**src/rtl/rdm_pkg.sv**
```systemverilog
package rdm_pkg;

    localparam int ROW_MAX  = 18;
    localparam int COL_MAX  = 10;
    localparam int DIMMS    = 4;
    localparam int MAX_WAYS = 8;

    // Source bit positions in the rank address, indexed by output bit
    localparam int CLOSED_ROW [ROW_MAX] = '{15, 16, 17, 18, 20, 21, 22, 28, 10,
                                            11, 12, 13, 29, 30, 31, 32, 33, 34};
    localparam int OPEN_ROW   [ROW_MAX] = '{14, 15, 16, 20, 28, 21, 22, 23, 24,
                                            25, 26, 27, 29, 30, 31, 32, 33, 34};
    localparam int CLOSED_COL [COL_MAX] = '{3, 4, 5, 14, 19, 23, 24, 25, 26, 27};
    localparam int OPEN_COL   [COL_MAX] = '{3, 4, 5, 6, 7, 8, 9, 10, 11, 12};
    localparam int FINE_COL   [COL_MAX] = '{3, 4, 5, 7, 8, 9, 10, 11, 12, 13};

    typedef struct packed {
        logic [4:0] row_w;
        logic [3:0] col_w;
        logic       xor_en;
        logic       fine;
        logic       closed;
    } dimm_cfg_t;

    typedef enum logic [1:0] {
        S_IDLE,
        S_SCAN,
        S_RANK,
        S_MAP
    } map_state_t;

endpackage

```
**src/rtl/rdm_regs.sv**
```systemverilog
module rdm_regs
    import rdm_pkg::*;
#(
    parameter int NUM_RANGES = 4,
    parameter int SEL_W      = 6
) (
    input  logic                                   clk,
    input  logic                                   rst_n,
    input  logic                                   we,
    input  logic [SEL_W-1:0]                       sel,
    input  logic [31:0]                            wdata,
    output logic [NUM_RANGES-1:0][31:0]            range_words,
    output logic [NUM_RANGES*MAX_WAYS-1:0][31:0]   ilv_words,
    output dimm_cfg_t [DIMMS-1:0]                  dimm_cfg
);
    localparam int ILV_BASE  = NUM_RANGES;
    localparam int ILV_NUM   = NUM_RANGES * MAX_WAYS;
    localparam int DIMM_BASE = ILV_BASE + ILV_NUM;

    logic [DIMMS-1:0][31:0] dimm_words;

    for (genvar g = 0; g < NUM_RANGES; g++) begin : g_range
        always_ff @(posedge clk or negedge rst_n) begin
            if (!rst_n)                           range_words[g] <= '0;
            else if (we && sel == SEL_W'(g))      range_words[g] <= wdata;
        end
    end

    for (genvar g = 0; g < ILV_NUM; g++) begin : g_ilv
        always_ff @(posedge clk or negedge rst_n) begin
            if (!rst_n)                                 ilv_words[g] <= '0;
            else if (we && sel == SEL_W'(ILV_BASE + g)) ilv_words[g] <= wdata;
        end
    end

    logic unused_dimm_bits;
    logic [DIMMS-1:0] unused_vec;

    for (genvar g = 0; g < DIMMS; g++) begin : g_dimm
        always_ff @(posedge clk or negedge rst_n) begin
            if (!rst_n)                                  dimm_words[g] <= '0;
            else if (we && sel == SEL_W'(DIMM_BASE + g)) dimm_words[g] <= wdata;
        end
        assign dimm_cfg[g].closed = dimm_words[g][0];
        assign dimm_cfg[g].fine   = dimm_words[g][1];
        assign dimm_cfg[g].xor_en = dimm_words[g][2];
        assign dimm_cfg[g].row_w  = dimm_words[g][12:8];
        assign dimm_cfg[g].col_w  = dimm_words[g][19:16];
        assign unused_vec[g] = ^{dimm_words[g][31:20], dimm_words[g][15:13],
                                 dimm_words[g][7:3]};
    end

    assign unused_dimm_bits = ^unused_vec;

endmodule

```
**src/rtl/rdm_scatter.sv**
```systemverilog
module rdm_scatter
    import rdm_pkg::*;
#(
    parameter int ADDR_W = 40
) (
    input  logic [ADDR_W-1:0]  rank_addr,
    input  dimm_cfg_t          cfg,
    output logic [ROW_MAX-1:0] row,
    output logic [COL_MAX:0]   col,
    output logic [1:0]         bank,
    output logic [1:0]         bgrp
);
    logic [ROW_MAX-1:0] row_c, row_o;
    logic [COL_MAX-1:0] col_c, col_o, col_f;

    for (genvar i = 0; i < ROW_MAX; i++) begin : g_row
        assign row_c[i] = rank_addr[CLOSED_ROW[i]];
        assign row_o[i] = rank_addr[OPEN_ROW[i]];
    end

    for (genvar i = 0; i < COL_MAX; i++) begin : g_col
        assign col_c[i] = rank_addr[CLOSED_COL[i]];
        assign col_o[i] = rank_addr[OPEN_COL[i]];
        assign col_f[i] = rank_addr[FINE_COL[i]];
    end

    logic [ROW_MAX-1:0] row_raw;
    logic [COL_MAX-1:0] col_raw;
    logic [1:0]         bank_raw, bank_hash, bg_raw;

    always_comb begin
        if (cfg.closed) begin
            row_raw   = row_c;
            col_raw   = col_c;
            bank_raw  = {rank_addr[9], rank_addr[8]};
            bg_raw    = {rank_addr[7], rank_addr[6]};
            bank_hash = {rank_addr[28], rank_addr[22]};
        end else begin
            row_raw   = row_o;
            col_raw   = cfg.fine ? col_f : col_o;
            bank_raw  = {rank_addr[19], rank_addr[18]};
            bg_raw    = {rank_addr[17], cfg.fine ? rank_addr[6] : rank_addr[13]};
            bank_hash = {rank_addr[23], rank_addr[22]};
        end
        for (int i = 0; i < ROW_MAX; i++)
            row[i] = row_raw[i] & (5'(i) < cfg.row_w);
        for (int i = 0; i < COL_MAX; i++)
            col[i] = col_raw[i] & (4'(i) < cfg.col_w);
        col[COL_MAX] = cfg.closed;
        bank = bank_raw ^ (cfg.xor_en ? bank_hash : 2'b00);
        bgrp = bg_raw ^ (cfg.xor_en ? {rank_addr[21], rank_addr[20]} : 2'b00);
    end

endmodule

```
**src/rtl/rank_dram_mapper.sv**
```systemverilog
module rank_dram_mapper
    import rdm_pkg::*;
#(
    parameter int ADDR_W     = 40,
    parameter int NUM_RANGES = 4,
    localparam int SEL_W     = $clog2(NUM_RANGES * (1 + MAX_WAYS) + DIMMS)
) (
    input  logic               clk,
    input  logic               rst_n,
    input  logic               start,
    input  logic [ADDR_W-1:0]  chan_addr,
    input  logic               cfg_we,
    input  logic [SEL_W-1:0]   cfg_sel,
    input  logic [31:0]        cfg_wdata,
    output logic               done,
    output logic               err,
    output logic [1:0]         dimm,
    output logic [1:0]         rank,
    output logic [17:0]        row,
    output logic [10:0]        col,
    output logic [1:0]         bank,
    output logic [1:0]         bgrp
);
    localparam int IDX_W = $clog2(NUM_RANGES);
    localparam int WAY_W = $clog2(MAX_WAYS);

    logic [NUM_RANGES-1:0][31:0]          range_words;
    logic [NUM_RANGES*MAX_WAYS-1:0][31:0] ilv_words;
    dimm_cfg_t [DIMMS-1:0]                dimm_cfg;

    rdm_regs #(.NUM_RANGES(NUM_RANGES), .SEL_W(SEL_W)) regs_i (
        .clk(clk), .rst_n(rst_n), .we(cfg_we), .sel(cfg_sel), .wdata(cfg_wdata),
        .range_words(range_words), .ilv_words(ilv_words), .dimm_cfg(dimm_cfg)
    );

    map_state_t          state_q, state_d;
    logic [IDX_W-1:0]    idx_q;
    logic [ADDR_W-1:0]   addr_q, prev_q, rank_addr_q;
    logic [3:0]          crank_q;

    // Current range entry
    logic [31:0]         cur;
    logic [ADDR_W-1:0]   cur_limit;
    logic [1:0]          cur_w;
    logic                hit, last;

    assign cur       = range_words[idx_q];
    assign cur_w     = cur[29:28];
    assign cur_limit = ADDR_W'({cur[11:1], 29'h1FFF_FFFF});
    assign hit       = cur[31] && (prev_q <= addr_q) && (addr_q <= cur_limit);
    assign last      = (idx_q == IDX_W'(NUM_RANGES - 1));

    // Rank interleave removal and offset
    logic                closed0;
    logic [ADDR_W-1:0]   q_sh, low_bits, rank_calc;
    logic [WAY_W-1:0]    way_idx;
    logic [31:0]         ilv_w;
    logic                unused_ok;

    always_comb begin
        closed0   = dimm_cfg[0].closed;
        q_sh      = closed0 ? (addr_q >> 6) : (addr_q >> 13);
        low_bits  = addr_q & (closed0 ? ADDR_W'(63) : ADDR_W'(8191));
        way_idx   = q_sh[WAY_W-1:0] & WAY_W'((1 << cur_w) - 1);
        ilv_w     = ilv_words[{idx_q, way_idx}];
        rank_calc = (closed0 ? ((q_sh >> cur_w) << 6) : ((q_sh >> cur_w) << 13)) | low_bits;
        rank_calc = rank_calc - (ADDR_W'(ilv_w[15:2]) << 26);
    end

    assign unused_ok = ^{ilv_w[31:20], ilv_w[1:0], cur[30], cur[27:12], cur[0]};

    logic [ROW_MAX-1:0] map_row;
    logic [COL_MAX:0]   map_col;
    logic [1:0]         map_bank, map_bg;

    rdm_scatter #(.ADDR_W(ADDR_W)) scatter_i (
        .rank_addr(rank_addr_q), .cfg(dimm_cfg[crank_q[3:2]]),
        .row(map_row), .col(map_col), .bank(map_bank), .bgrp(map_bg)
    );

    // State register
    always_ff @(posedge clk or negedge rst_n) begin
        if (!rst_n) state_q <= S_IDLE;
        else        state_q <= state_d;
    end

    always_comb begin
        state_d = state_q;
        unique case (state_q)
            S_IDLE: if (start) state_d = S_SCAN;
            S_SCAN: if (hit) state_d = S_RANK;
                    else if (last) state_d = S_IDLE;
            S_RANK: state_d = S_MAP;
            S_MAP:  state_d = S_IDLE;
        endcase
    end

    // Datapath and outputs
    always_ff @(posedge clk or negedge rst_n) begin
        if (!rst_n) begin
            idx_q <= '0; addr_q <= '0; prev_q <= '0; rank_addr_q <= '0; crank_q <= '0;
            done <= 1'b0; err <= 1'b0; dimm <= '0; rank <= '0;
            row <= '0; col <= '0; bank <= '0; bgrp <= '0;
        end else begin
            done <= 1'b0;
            err  <= 1'b0;
            unique case (state_q)
                S_IDLE: if (start) begin
                    addr_q <= chan_addr;
                    idx_q  <= '0;
                    prev_q <= '0;
                end
                S_SCAN: if (!hit) begin
                    prev_q <= cur_limit;
                    idx_q  <= idx_q + 1'b1;
                    if (last) begin
                        done <= 1'b1; err <= 1'b1;
                        dimm <= '0; rank <= '0; row <= '0; col <= '0; bank <= '0; bgrp <= '0;
                    end
                end
                S_RANK: begin
                    rank_addr_q <= rank_calc;
                    crank_q     <= ilv_w[19:16];
                end
                S_MAP: begin
                    done <= 1'b1;
                    dimm <= crank_q[3:2];
                    rank <= crank_q[1:0];
                    row  <= map_row;
                    col  <= map_col;
                    bank <= map_bank;
                    bgrp <= map_bg;
                end
            endcase
        end
    end

    assert_done_pulse_R12: assert property (@(posedge clk) disable iff (!rst_n)
        done |=> !done);

    assert_err_with_done_R3: assert property (@(posedge clk) disable iff (!rst_n)
        err |-> done);

    assert_miss_to_error_R3: assert property (@(posedge clk) disable iff (!rst_n)
        (state_q == S_SCAN && !hit && last) |=> (done && err));

    assert_rank_after_scan_R2: assert property (@(posedge clk) disable iff (!rst_n)
        (state_q == S_RANK) |-> ($past(state_q) == S_SCAN));

    assert_row_masked_R10: assert property (@(posedge clk) disable iff (!rst_n)
        (done && !err) |-> ((row >> dimm_cfg[dimm].row_w) == '0));

    assert_autopre_bit_R6: assert property (@(posedge clk) disable iff (!rst_n)
        (done && !err) |-> (col[10] == dimm_cfg[dimm].closed));

endmodule

```
**config.mk**
```make
export PLATFORM = sky130hd
export DESIGN_NAME = rank_dram_mapper
export DESIGN_NICKNAME = d
export VERILOG_FILES = /design/src/rtl/rdm_pkg.sv /design/src/rtl/rdm_regs.sv /design/src/rtl/rdm_scatter.sv /design/src/rtl/rank_dram_mapper.sv
export SDC_FILE = /design/constraint.sdc
export NUM_CORES = 1
export LEC_CHECK = 0
export BUFFER_PORTS_ARGS = -buffer_cell sky130_fd_sc_hd__buf_4
export CORE_MARGIN = 3
export CORE_UTILIZATION = 65
export DETAILED_ROUTE_END_ITERATION = 12
export GPL_TIMING_DRIVEN = 0
export PLACE_DENSITY = 0.9
export SETUP_SLACK_MARGIN = 0.05
export SYNTH_ARGS = -nofsm -noshare
export SYNTH_HDL_FRONTEND = slang
export SYNTH_HIERARCHICAL = 1
export SYNTH_SLANG_ARGS = --single-unit
```
**constraint.sdc**
```tcl
create_clock -name clk -period 6.65 [get_ports clk]
set_input_delay 0.665 -clock clk [delete_from_list [all_inputs] [get_ports clk]]
set_output_delay 0.665 -clock clk [all_outputs]
set_load 0.02 [all_outputs]
```
==> flow_summary.ini <==
[route]
vias = 25900
drt_iter0_drc = 2703
wire_per_inst_um = 25.3
drcViolationCount = 0
avgViaCountPerCell = 6.57
antenna_left = 0
firstDrtPassIters = 6
drt-total-wl_um = 99500

[job]
max_cap_viol_count = 0

[sta]
final.min_clock_period_ns = 6.31
holdWs_ns = 0.0224
timing.fmax_mhz = 159
maxSlewViolCount = 0
setup_viol = 0
fin_crit_sh_pct = 94.8
rsz0062_at_grt = no
relSlewSlack_pct = 18.1
worstMarginPinSlew_ns = 1.22
fin_skew_ns = 0.0303
finalHoldViolCount = 0

[layout]
final_common_cell = dfrtp_1
syn_to_final_growth_pct = 11.7
multi_input_area_um2 = 14700
final_cell_mix = dfrtp_1 (651), nand2_1 (649), mux2_2 (522), clkbuf_1 (186), buf_2 (125)
final_cell_count_no_fill = 3933
fin_util_pct = 74.0
layout.area.seq_um2 = 16300
fillers = 3134
nets = 3367
drive_above_1_share_pct = 28.3

[floorplanning]
rows = 81
io_pins = 121
die_area_um2 = 53000
core_um2 = 49400
die_w_um = 230
die_height_um = 230
start_util_pct = 66.3

[worst_setup_path]
slowest_delay_ns = 0.99
worstPathArrival_ns = 6.79
rr_startpoint = idx_q[1]$_DFFE_PN0P_
path_cells = buf_2 -> mux2i_1 -> nand2_1 -> o21ai_1 -> nor2_1 -> clkbuf_1 -> clkbuf_1 -> nand2_1 -> nand3_1 -> a311oi_1 -> a211oi_1 -> a31o_2 -> ha_1 -> inv_1 -> fa_1 -> a21o_1 -> a21o_1 -> a21o_1 -> a21o_1 -> a21oi_1 -> inv_1 -> a21oi_1 -> xor2_1 -> o21ai_0
worst_path_most_repeated_cell = a21o_1
worstSetupEndpointType = register
cp_num_buf_inv = 5
crit_type = reg -> reg
cp_data_required_time_ns = 7.13
crit_start = idx_q[1]$_DFFE_PN0P_
start_kind = register
crit_slowest_cell = nor2_1
crit_fanout = 10
crit_family = compound AO/OA/AOI/OAI gates
reg2reg_slack_ns = 0.34

[hold_path]
hold_path.class = in -> async

[logic_synthesis]
synth_fp_nets = 3206
synthCells = 3059
syn_area_um2 = 32700
synth.avg_cell_area_um2 = 10.7
yosysWarnings = 6

[clock_tree]
cts_tree = built
worstSkewPairLatency_ns = 0.63
clkTransAtPathRegs_ns = 0.07
ctsResizeCount = 0
clockRootBuffer = clkbuf_16
cts.sinks = 651
htree_levels = 3
post-cts-setup-buffers = 0
cts.path.max_buffers = 3
ctsHoldBuffers = 0
cts_buffers = 68

[global_route]
grt_pass1_wl_um = 153000
first_global_vias = 26700
grt_use_total_pct = 37.7
grt.overflow.total = 0
antenna_found_initial = 4
grt_max_degree = 127

[outcome]
status = finished, final reports clean

[place]
port_buffers = 86
place.gp.congestion = 1.03
dp_cells = 3814
dpl.hpwl_um = 71800

[power]
vdd_drop_max_v = 0.000281
powerDensity_nw_per_um2 = 397
p_leak_nw = 16.8
final cells by class:
cell class | count | area share (%)
sequential | 651 | 44.6
clock buffer | 95 | 5.50
inverter | 60 | 0.617
multi-input combinational | 2003 | 40.1
clock inverter | 21 | 0.510
buffer | 345 | 4.17
tap | 664 | 2.27
antenna | 3 | 0.0206
timing repair buffer | 91 | 2.17
routing by layer:
metal,wire length [µm],part of all wire [%],global-route usage [%],vias to the layer above
li1,-,-,-,10900
met1,35800,36,45.9,12800
met2,46700,47,60.9,1601
met3,9460,9.5,8.62,550
met4,7530,7.6,23.9,4
met5,34,0.034,0,-
worst register-to-register path: cells and delay by family (launching register included):
family / cells / cell delay (ns)
buffers and inverters: 5 / 1.50
AO/OA/AOI/OAI: 11 / 1.95
multiplexers: 1 / 0.11
adder cells (fa/ha/maj): 2 / 0.61
XOR/XNOR: 1 / 0.29
flip-flops: 1 / 0.43
AND/OR/NAND/NOR: 4 / 1.28
final timing paths:
check | depth (start not counted) | endpoint
worst max-delay path | 24 | rank_addr_q[34]$_DFFE_PN0P_
worst min-delay path | 1 | row[1]$_DFFE_PN0P_
worst max register to register | 24 | rank_addr_q[34]$_DFFE_PN0P_
worst min register to register | 1 | regs_i/ilv_words[614]$_DFFE_PN0P_
max in group asynchronous | 4 | regs_i/ilv_words[455]$_DFFE_PN0P_
min in group clk | 3 | addr_q[33]$_DFFE_PN0P_
sequential cells by signal, summed over array words and instances (netlist names), 4 cells and up, named ones only:
register / flops
addr_q: 40
col: 11
crank_q: 4
prev_q: 12
rank_addr_q: 32
regs_i/dimm_cfg: 48
regs_i/ilv_words: 416
regs_i/range_words: 56
row: 18
per-stage QoR:
| stage | TNS (ns) | setup slack [ns] | power (mW) | cell area [µm²] |
|---|---|---|---|---|
| floorplan | 0 | 2.18 | 8.56 | 32700 |
| global placement | -1068.93 | -1.76 | 10.3 | 34200 |
| detailed placement | 0 | 0.675 | 10.5 | 34300 |
| CTS | 0 | 0.612 | 14.4 | 36500 |
| global route | 0 | 0.226 | 15.1 | 36500 |
| finish | 0 | 0.344 | 14.5 | 36500 |
power by group:
group	total [mW]	internal [mW]	switching (mW)
registers	5.22	4.66	0.555
clock network	3.80	2.19	1.61
logic	5.50	2.02	3.48
Power figures use the tool's default switching activity.
